===== src/rtl/clu_pkg.sv =====
package clu_pkg;
    // Control modes of the encoder sequencer
    typedef enum logic {
        CLU_FILL  = 1'b0,
        CLU_SHIFT = 1'b1
    } clu_mode_e;
endpackage


===== src/rtl/clu_ctrl.sv =====
module clu_ctrl
    import clu_pkg::*;
#(
    parameter int N_OUT = 2,
    parameter int PW    = 4
) (
    input  logic                          clk,
    input  logic                          rst,
    input  logic [N_OUT*PW-1:0]           poly_in,
    output clu_mode_e                     mode,
    output logic [((N_OUT>1)?$clog2(N_OUT):1)-1:0] phase,
    output logic                          load,
    output logic                          emit,
    output logic                          step_end
);
    localparam int CW = (N_OUT > 1) ? $clog2(N_OUT) : 1;
    localparam logic [CW-1:0] LAST = CW'(N_OUT - 1);

    clu_mode_e              mode_nx;
    logic [N_OUT*PW-1:0]    poly_q;
    logic                   poly_chg;

    assign poly_chg = (poly_in != poly_q);

    // state register
    always_ff @(posedge clk) begin
        if (rst) mode <= CLU_FILL;
        else     mode <= mode_nx;
    end

    // transitions
    always_comb begin
        unique case (mode)
            CLU_FILL:  mode_nx = CLU_SHIFT;
            CLU_SHIFT: mode_nx = poly_chg ? CLU_FILL : CLU_SHIFT;
            default:   mode_nx = CLU_FILL;
        endcase
    end

    // divider and captured polynomials
    always_ff @(posedge clk) begin
        if (rst) begin
            poly_q <= '0;
            phase  <= '0;
        end else begin
            unique case (mode)
                CLU_FILL: begin
                    poly_q <= poly_in;
                    phase  <= '0;
                end
                CLU_SHIFT: begin
                    if (poly_chg || phase == LAST) phase <= '0;
                    else                           phase <= phase + 1'b1;
                end
                default: phase <= '0;
            endcase
        end
    end

    assign load     = (mode == CLU_FILL);
    assign emit     = (mode == CLU_SHIFT) && !poly_chg;
    assign step_end = emit && (phase == LAST);
endmodule


===== src/rtl/clu_tables.sv =====
module clu_tables #(
    parameter int N_OUT = 2,
    parameter int K_IN  = 1,
    parameter int MEM   = 4
) (
    input  logic                      clk,
    input  logic                      load,
    input  logic [N_OUT*MEM*K_IN-1:0] poly_in,
    input  logic [MEM*K_IN-1:0]       rd_idx,
    output logic [N_OUT-1:0]          rd_code,
    output logic [(MEM-1)*K_IN-1:0]   rd_next
);
    localparam int WIN   = MEM * K_IN;
    localparam int SW    = (MEM - 1) * K_IN;
    localparam int DEPTH = 1 << WIN;

    logic [WIN-1:0]   poly_v   [N_OUT];
    logic [N_OUT-1:0] code_tab [DEPTH];
    logic [SW-1:0]    nxt_tab  [DEPTH];

    for (genvar j = 0; j < N_OUT; j++) begin : g_poly
        assign poly_v[j] = poly_in[j*WIN +: WIN];
    end

    function automatic logic [N_OUT-1:0] code_of(input int a);
        logic [WIN-1:0]   w;
        logic [N_OUT-1:0] c;
        w = WIN'(a);
        for (int j = 0; j < N_OUT; j++) c[j] = ^(poly_v[j] & w);
        return c;
    endfunction

    function automatic logic [SW-1:0] next_of(input int a);
        logic [WIN-1:0] w;
        w = WIN'(a);
        return w[WIN-1 -: SW];   // drop the oldest symbol
    endfunction

    always_ff @(posedge clk) begin
        if (load) begin
            for (int a = 0; a < DEPTH; a++) begin
                code_tab[a] <= code_of(a);
                nxt_tab[a]  <= next_of(a);
            end
        end
    end

    assign rd_code = code_tab[rd_idx];
    assign rd_next = nxt_tab[rd_idx];
endmodule


===== src/rtl/clu_shift.sv =====
module clu_shift #(
    parameter int N_OUT = 2,
    parameter int SW    = 3
) (
    input  logic                                   clk,
    input  logic                                   rst,
    input  logic                                   emit,
    input  logic                                   step_end,
    input  logic [((N_OUT>1)?$clog2(N_OUT):1)-1:0] phase,
    input  logic [N_OUT-1:0]                       code,
    input  logic [SW-1:0]                          nxt,
    output logic [SW-1:0]                          state_q,
    output logic                                   ser_out
);
    always_ff @(posedge clk) begin
        if (rst) begin
            state_q <= '0;
            ser_out <= 1'b0;
        end else begin
            ser_out <= emit ? code[phase] : 1'b0;
            if (step_end) state_q <= nxt;
        end
    end
endmodule


===== src/rtl/conv_lut_encoder.sv =====
module conv_lut_encoder
    import clu_pkg::*;
#(
    parameter int N_OUT = 2,
    parameter int K_IN  = 1,
    parameter int MEM   = 4
) (
    input  logic                      clk,
    input  logic                      rst,
    input  logic [K_IN-1:0]           sym_in,
    input  logic [N_OUT*MEM*K_IN-1:0] gen_poly,
    output logic                      ser_out
);
    localparam int WIN = MEM * K_IN;
    localparam int SW  = (MEM - 1) * K_IN;
    localparam int CW  = (N_OUT > 1) ? $clog2(N_OUT) : 1;

    clu_mode_e        mode;
    logic [CW-1:0]    phase;
    logic             load, emit, step_end;
    logic [SW-1:0]    state_q;
    logic [SW-1:0]    nxt;
    logic [N_OUT-1:0] code;
    logic [WIN-1:0]   rd_idx;

    assign rd_idx = {sym_in, state_q};

    clu_ctrl #(.N_OUT(N_OUT), .PW(WIN)) u_ctrl (
        .clk(clk), .rst(rst), .poly_in(gen_poly), .mode(mode), .phase(phase),
        .load(load), .emit(emit), .step_end(step_end)
    );

    clu_tables #(.N_OUT(N_OUT), .K_IN(K_IN), .MEM(MEM)) u_tables (
        .clk(clk), .load(load), .poly_in(gen_poly), .rd_idx(rd_idx),
        .rd_code(code), .rd_next(nxt)
    );

    clu_shift #(.N_OUT(N_OUT), .SW(SW)) u_shift (
        .clk(clk), .rst(rst), .emit(emit), .step_end(step_end), .phase(phase),
        .code(code), .nxt(nxt), .state_q(state_q), .ser_out(ser_out)
    );
endmodule


===== config.mk =====
export PLATFORM = sky130hd
export DESIGN_NAME = conv_lut_encoder
export DESIGN_NICKNAME = d
export VERILOG_FILES = /design/src/rtl/clu_pkg.sv /design/src/rtl/clu_ctrl.sv /design/src/rtl/clu_tables.sv /design/src/rtl/clu_shift.sv /design/src/rtl/conv_lut_encoder.sv
export SDC_FILE = /design/constraint.sdc
export NUM_CORES = 1
export LEC_CHECK = 0
export BUFFER_PORTS_ARGS = -buffer_cell sky130_fd_sc_hd__buf_2
export CORE_MARGIN = 4
export CORE_UTILIZATION = 54
export CTS_CLUSTER_SIZE = 25
export DETAILED_ROUTE_END_ITERATION = 16
export PLACE_DENSITY = 0.75
export SYNTH_ARGS = -nofsm -noshare
export SYNTH_HDL_FRONTEND = slang
export SYNTH_SLANG_ARGS = --single-unit
export TNS_END_PERCENT = 1

===== constraint.sdc =====
create_clock -name clk -period 1.8 [get_ports clk]
set_input_delay 0.09 -clock clk [delete_from_list [all_inputs] [get_ports clk]]
set_output_delay 0.09 -clock clk [all_outputs]
set_load 0.02 [all_outputs]

### Word level (Yosys, flattened, before mapping)

Memory sizes are Yosys's and may differ from the RTL's. A register that Yosys moved wholly into a read port is not among the register bits.
Cells that the tools add are included.

| storage, ports and cells | value |
|---|---|
| bits in writable memories | 80 |
| memories kept | 2 |
| bits in registers | 11 |
| output and inout port bits | 1 |

Memory list:

| name | depth | bits a word | rd ports | clocked after memory_dff | write ports | line | text |
|---|---|---|---|---|---|---|---|
| u_tables.nxt_tab | 16 | 3 | 1 | 1 | 16 | clu_tables.sv:19 | `logic [SW-1:0] nxt_tab [DEPTH];` |
| u_tables.code_tab | 16 | 2 | 1 | 0 | 16 | clu_tables.sv:18 | `logic [N_OUT-1:0] code_tab [DEPTH];` |

| operators by class | value |
|---|---|
| magnitude comparators | 1 |
| mux-type cells | 7 |
| reductions and logical operators | 35 |
| $add $sub $neg | 1 |
| equal/unequal tests | 1 |
| bitwise operators | 2 |

Operator list:

| operator | count |
|---|---|
| $reduce_xor 4->1 | 30 |
| $ne 8x8->1 | 1 |
| $mux 1 | 5 |
| $pmux 1 s2 | 2 |
| $logic_and 1x1->1 | 2 |
| $lt 1x2->1 const B | 1 |
| $not 1->1 | 2 |
| $reduce_or 2->1 | 1 |
| $add 1x1->1 const B | 1 |
| $logic_not 1->1 | 1 |
| $logic_or 1x1->1 | 1 |

### Depth between registers and ports, before layout

| depth | value |
|---|---|
| word-level depth | 5 |
| gate-level depth with buffers | 6 |

### Cells and area by module

Synthesis repeated with hierarchy kept, for this count alone.

| second synthesis, totals | value |
|---|---|
| cell total of the unflattened synthesis | 142 |
| area total of the unflattened synthesis | 1994.4 sq um |

Modules (own cells, without submodules):

| module | cells an instance | instances | area each (sq um) |
|---|---|---|---|
| clu_tables | 85 | 1 | 1405.1 |
| clu_ctrl | 45 | 1 | 450.4 |
| clu_shift | 12 | 1 | 138.9 |

### Worst setup path after synthesis

Ideal clock, no wire load.

| path | value |
|---|---|
| kind | reg2reg |
| start | register u_ctrl.mode |
| end | register u_shift.state_q[1], read port of u_tables.nxt_tab |
| path buffers | 2 |
| required time | 1.681 ns |
| arrival | 1.702 ns |
| clock period less this slack | 1.821 ns |
| setup slack | -0.021 ns |
| cell stages (with the launch flop) | 7 |
| path through | dfxtp_1 -> buf_2 -> inv_1 -> nor3_1 -> and4_1 -> buf_4 -> mux2i_1 |

| between the ends | value |
|---|---|
| cells in the longest elaborated chain, start to end | 2 |

Ends and longest elaborated chain:

| item | line | text |
|---|---|---|
| from (decl) | clu_ctrl.sv:10 | `output clu_mode_e mode,` |
| from (signal assigned) | clu_ctrl.sv:28 | `else mode <= mode_nx;` |
| $logic_and 1x1->1 | clu_ctrl.sv:61 | `assign emit = (mode == CLU_SHIFT) && !poly_chg;` |
| $logic_and 1x1->1 | clu_ctrl.sv:62 | `assign step_end = emit && (phase == LAST);` |
| to (decl) | clu_shift.sv:12 | `output logic [SW-1:0] state_q,` |

Every way passes these cells.
A chain may end at the register's enable or synchronous reset.

### Final worst setup path

| path | value |
|---|---|
| start | register u_shift.state_q[1], read port of u_tables.nxt_tab |
| end | register u_shift.ser_out |

| between the ends | value |
|---|---|
| cells in the longest elaborated chain, start to end | 3 |

Ends and longest elaborated chain:

| item | line | text |
|---|---|---|
| $mem_v2 16x2 | n/a |  |
| $mux 1 (not written as such) (2 in a row) | clu_shift.sv:20 | `ser_out <= emit ? code[phase] : 1'b0;` |
| to (signal assigned) | clu_shift.sv:20 |  |
| to (decl) | clu_shift.sv:13 | `output logic ser_out` |

Every way passes these cells. The select of a mux whose other input is x is not followed.

==> out/metrics.cfg <==
[outcome]
outcome = finished clean

[clock_tree]
clock-sinks = 44
cts-root-buf = clkbuf_8
path_clk_slew_ns = 0.07
cts_resized = 0
tritoncts.num_buffers = 5
cts_hold_buf = 0
clock_path_buffers = 2
cts_tree = done
cts_setup_buffers = 0
clk_latency_ns = 0.28
htreeDepth = 2

[drt]
dr.pass1.iters = 4
vias = 1196
ant_nets = 0
via_per_inst = 5.46
drc = 0
wl_per_cell_um = 15.6
drtIter0Drc = 151
wl_um = 3430

[grt]
grt_pass1_wl_um = 5870
grt_max_degree = 17
overflow = 0
grt_pass1_vias = 1275
grtUsageTotal_pct = 15.1
grt_antenna_before_repair = 0

[finish]
syn_to_final_growth_pct = 6.35
final_common_cell = edfxtp_1
final_cell_mix = edfxtp_1, mux2i_1, xor2_1
fin_cells = 219
regArea_um2 = 1180
multiInputGateArea_um2 = 813
n_antenna_cell = 0
fill_cells = 309
postLayoutCoreUtil_pct = 60.5
nNetsFinal = 181
layout-drive-gt1-share_pct = 17.0

[synth]
syn-cell-area_um2 = 2130
synth_edf_count = 30
synth_ff_type = edfxtp_1
synth_top_cell_by_area = edfxtp_1
syn_nets = 172
synth_top_area_share_pct = 42.3
syn_area_per_cell_um2 = 13.2
async_flop_share_pct = 0
syn_inst = 161
yosys_warnings = 0
ys_types = 34
seq_area_frac_synth_pct = 55.5
synth-seq-cells = 44
ys_top_cells_by_area = edfxtp_1, dfxtp_1, mux2i_1, xor2_1, xnor2_1

[min_path]
hold_path_class = primary input to flop
hold_start = gen_poly[7]

[placement]
hpwl_um = 2540
io_buffer_count = 11
post-place-ws_ns = 0.166
dp.cells = 211
routabilityCongestion = 0.847

[sta]
fmax_mhz = 598
setup-violations-final = 0
worstMarginPinSlew_ns = 0.477
fin_crit_ns = 1.67
clock-skew-final_ns = 0.00220
rsz0062_at_grt = no
layout_setup_ws_ns = 0.129
setup_tns_ns = 0
slew_headroom_pct = 68.0
hold_viol = 0
final.period_utilization_pct = 92.8
timing.final.max_slew_violations = 0

[worst_setup_path]
arrival_ns = 1.83
cp-start-kind = flop
worstSetupPathType = flop to flop
path_max_fanout = 8
endpoint_kind = flop
cp.required_ns = 1.96
crit_start = u_shift.state_q[1]
worstReg2RegStart = u_shift.state_q[1]

[power_and_ir_drop]
leakage_nw = 0.812
ir_drop_mv = 0.615
power_density_nw_per_um2 = 912
totalPowerFinal_w = 0.00206

[run]
drv_cap = 0

[floorplan]
die_area_um2 = 5010
coreArea_um2 = 3740
pin_count = 12
num_rows = 22
die-height_um = 70.8
die_x_um = 70.8
start_util_pct = 56.9

-- layer usage --
layer | share of wire, % | GRT usage [%]
met3 | 4.1 | 4.69
met1 | 46 | 19.5
met5 | 0 | 0
met4 | 1.6 | 6.89
met2 | 48 | 23.4
-- worst paths after layout --
| kind | to | slack, ns | cells past startpoint |
|---|---|---|---|
| worst max-delay path | u_shift.ser_out | 0.13 | 5 |
| worst min-delay path | u_tables.code_tab[8][1] | 0.13 | 1 |
| worst max register to register | u_shift.ser_out | 0.13 | 5 |
| worst min register to register | u_ctrl.phase | 0.51 | 1 |
-- critical path, cell delays in order (launching register included) --
cell and delay [ns]:
dfxtp_1 0.51, buf_4 0.25, mux2i_1 0.25, a22oi_1 0.12, a211oi_1 0.32, a2111oi_2 0.10
-- logic make-up (layout without fill, tap and decap cells) --
group	after synthesis	in the layout	synth area share, %
DFF	44	44	55.5
xor gates and xnor gates	30	30	12.3
AOI/OAI and AO/OA	14	14	6.00
and+or+nand+nor	27	27	6.94
buffers and inverters	20	30	6.29
muxes	26	26	12.9
-- cell type report --
type | instances | area share [%]
Timing Repair Buffer | 16 | 4.09
Multi-Input combinational cell | 97 | 35.9
Clock buffer | 8 | 3.98
Tap cell | 48 | 2.65
Sequential cell | 44 | 52.2
Inverter | 6 | 1.16
-- synthesized netlist by cell type (2+ instances only) --
cell	n
edfxtp_1	30
mux2i_1	23
xor2_1	16
dfxtp_1	14
xnor2_1	14
nor2_1	12
buf_2	7
inv_1	6
a22oi_1	4
buf_6	4
nand2b_1	4
nor2b_1	3
a221o_1	2
nor3_1	2
-- through the flow --
step	cell area [um2]	hold WS, ns
2_1_floorplan	2130	0.189
3_3_place_gp	2170	0.416
3_5_place_dp	2170	0.425
4_1_cts	2260	0.122
5_1_grt	2260	0.120
6_report	2260	0.127
-- report_power, final --
group          total, W  switching [W]  internal, W
sequential      0.00123      0.0000356      0.00119
combinational  0.000228       0.000128    0.0000996
clock          0.000610       0.000297     0.000313
total           0.00206       0.000461      0.00160
-- sequential cells by signal, indices dropped and copies added, names as in the netlist --
signal,cells
u_ctrl.poly_q,8
u_shift.ser_out,1
u_shift.state_q,3
u_tables.code_tab,30
u_ctrl.mode,1
u_ctrl.phase,1
Power figures use the tool's default switching activity.
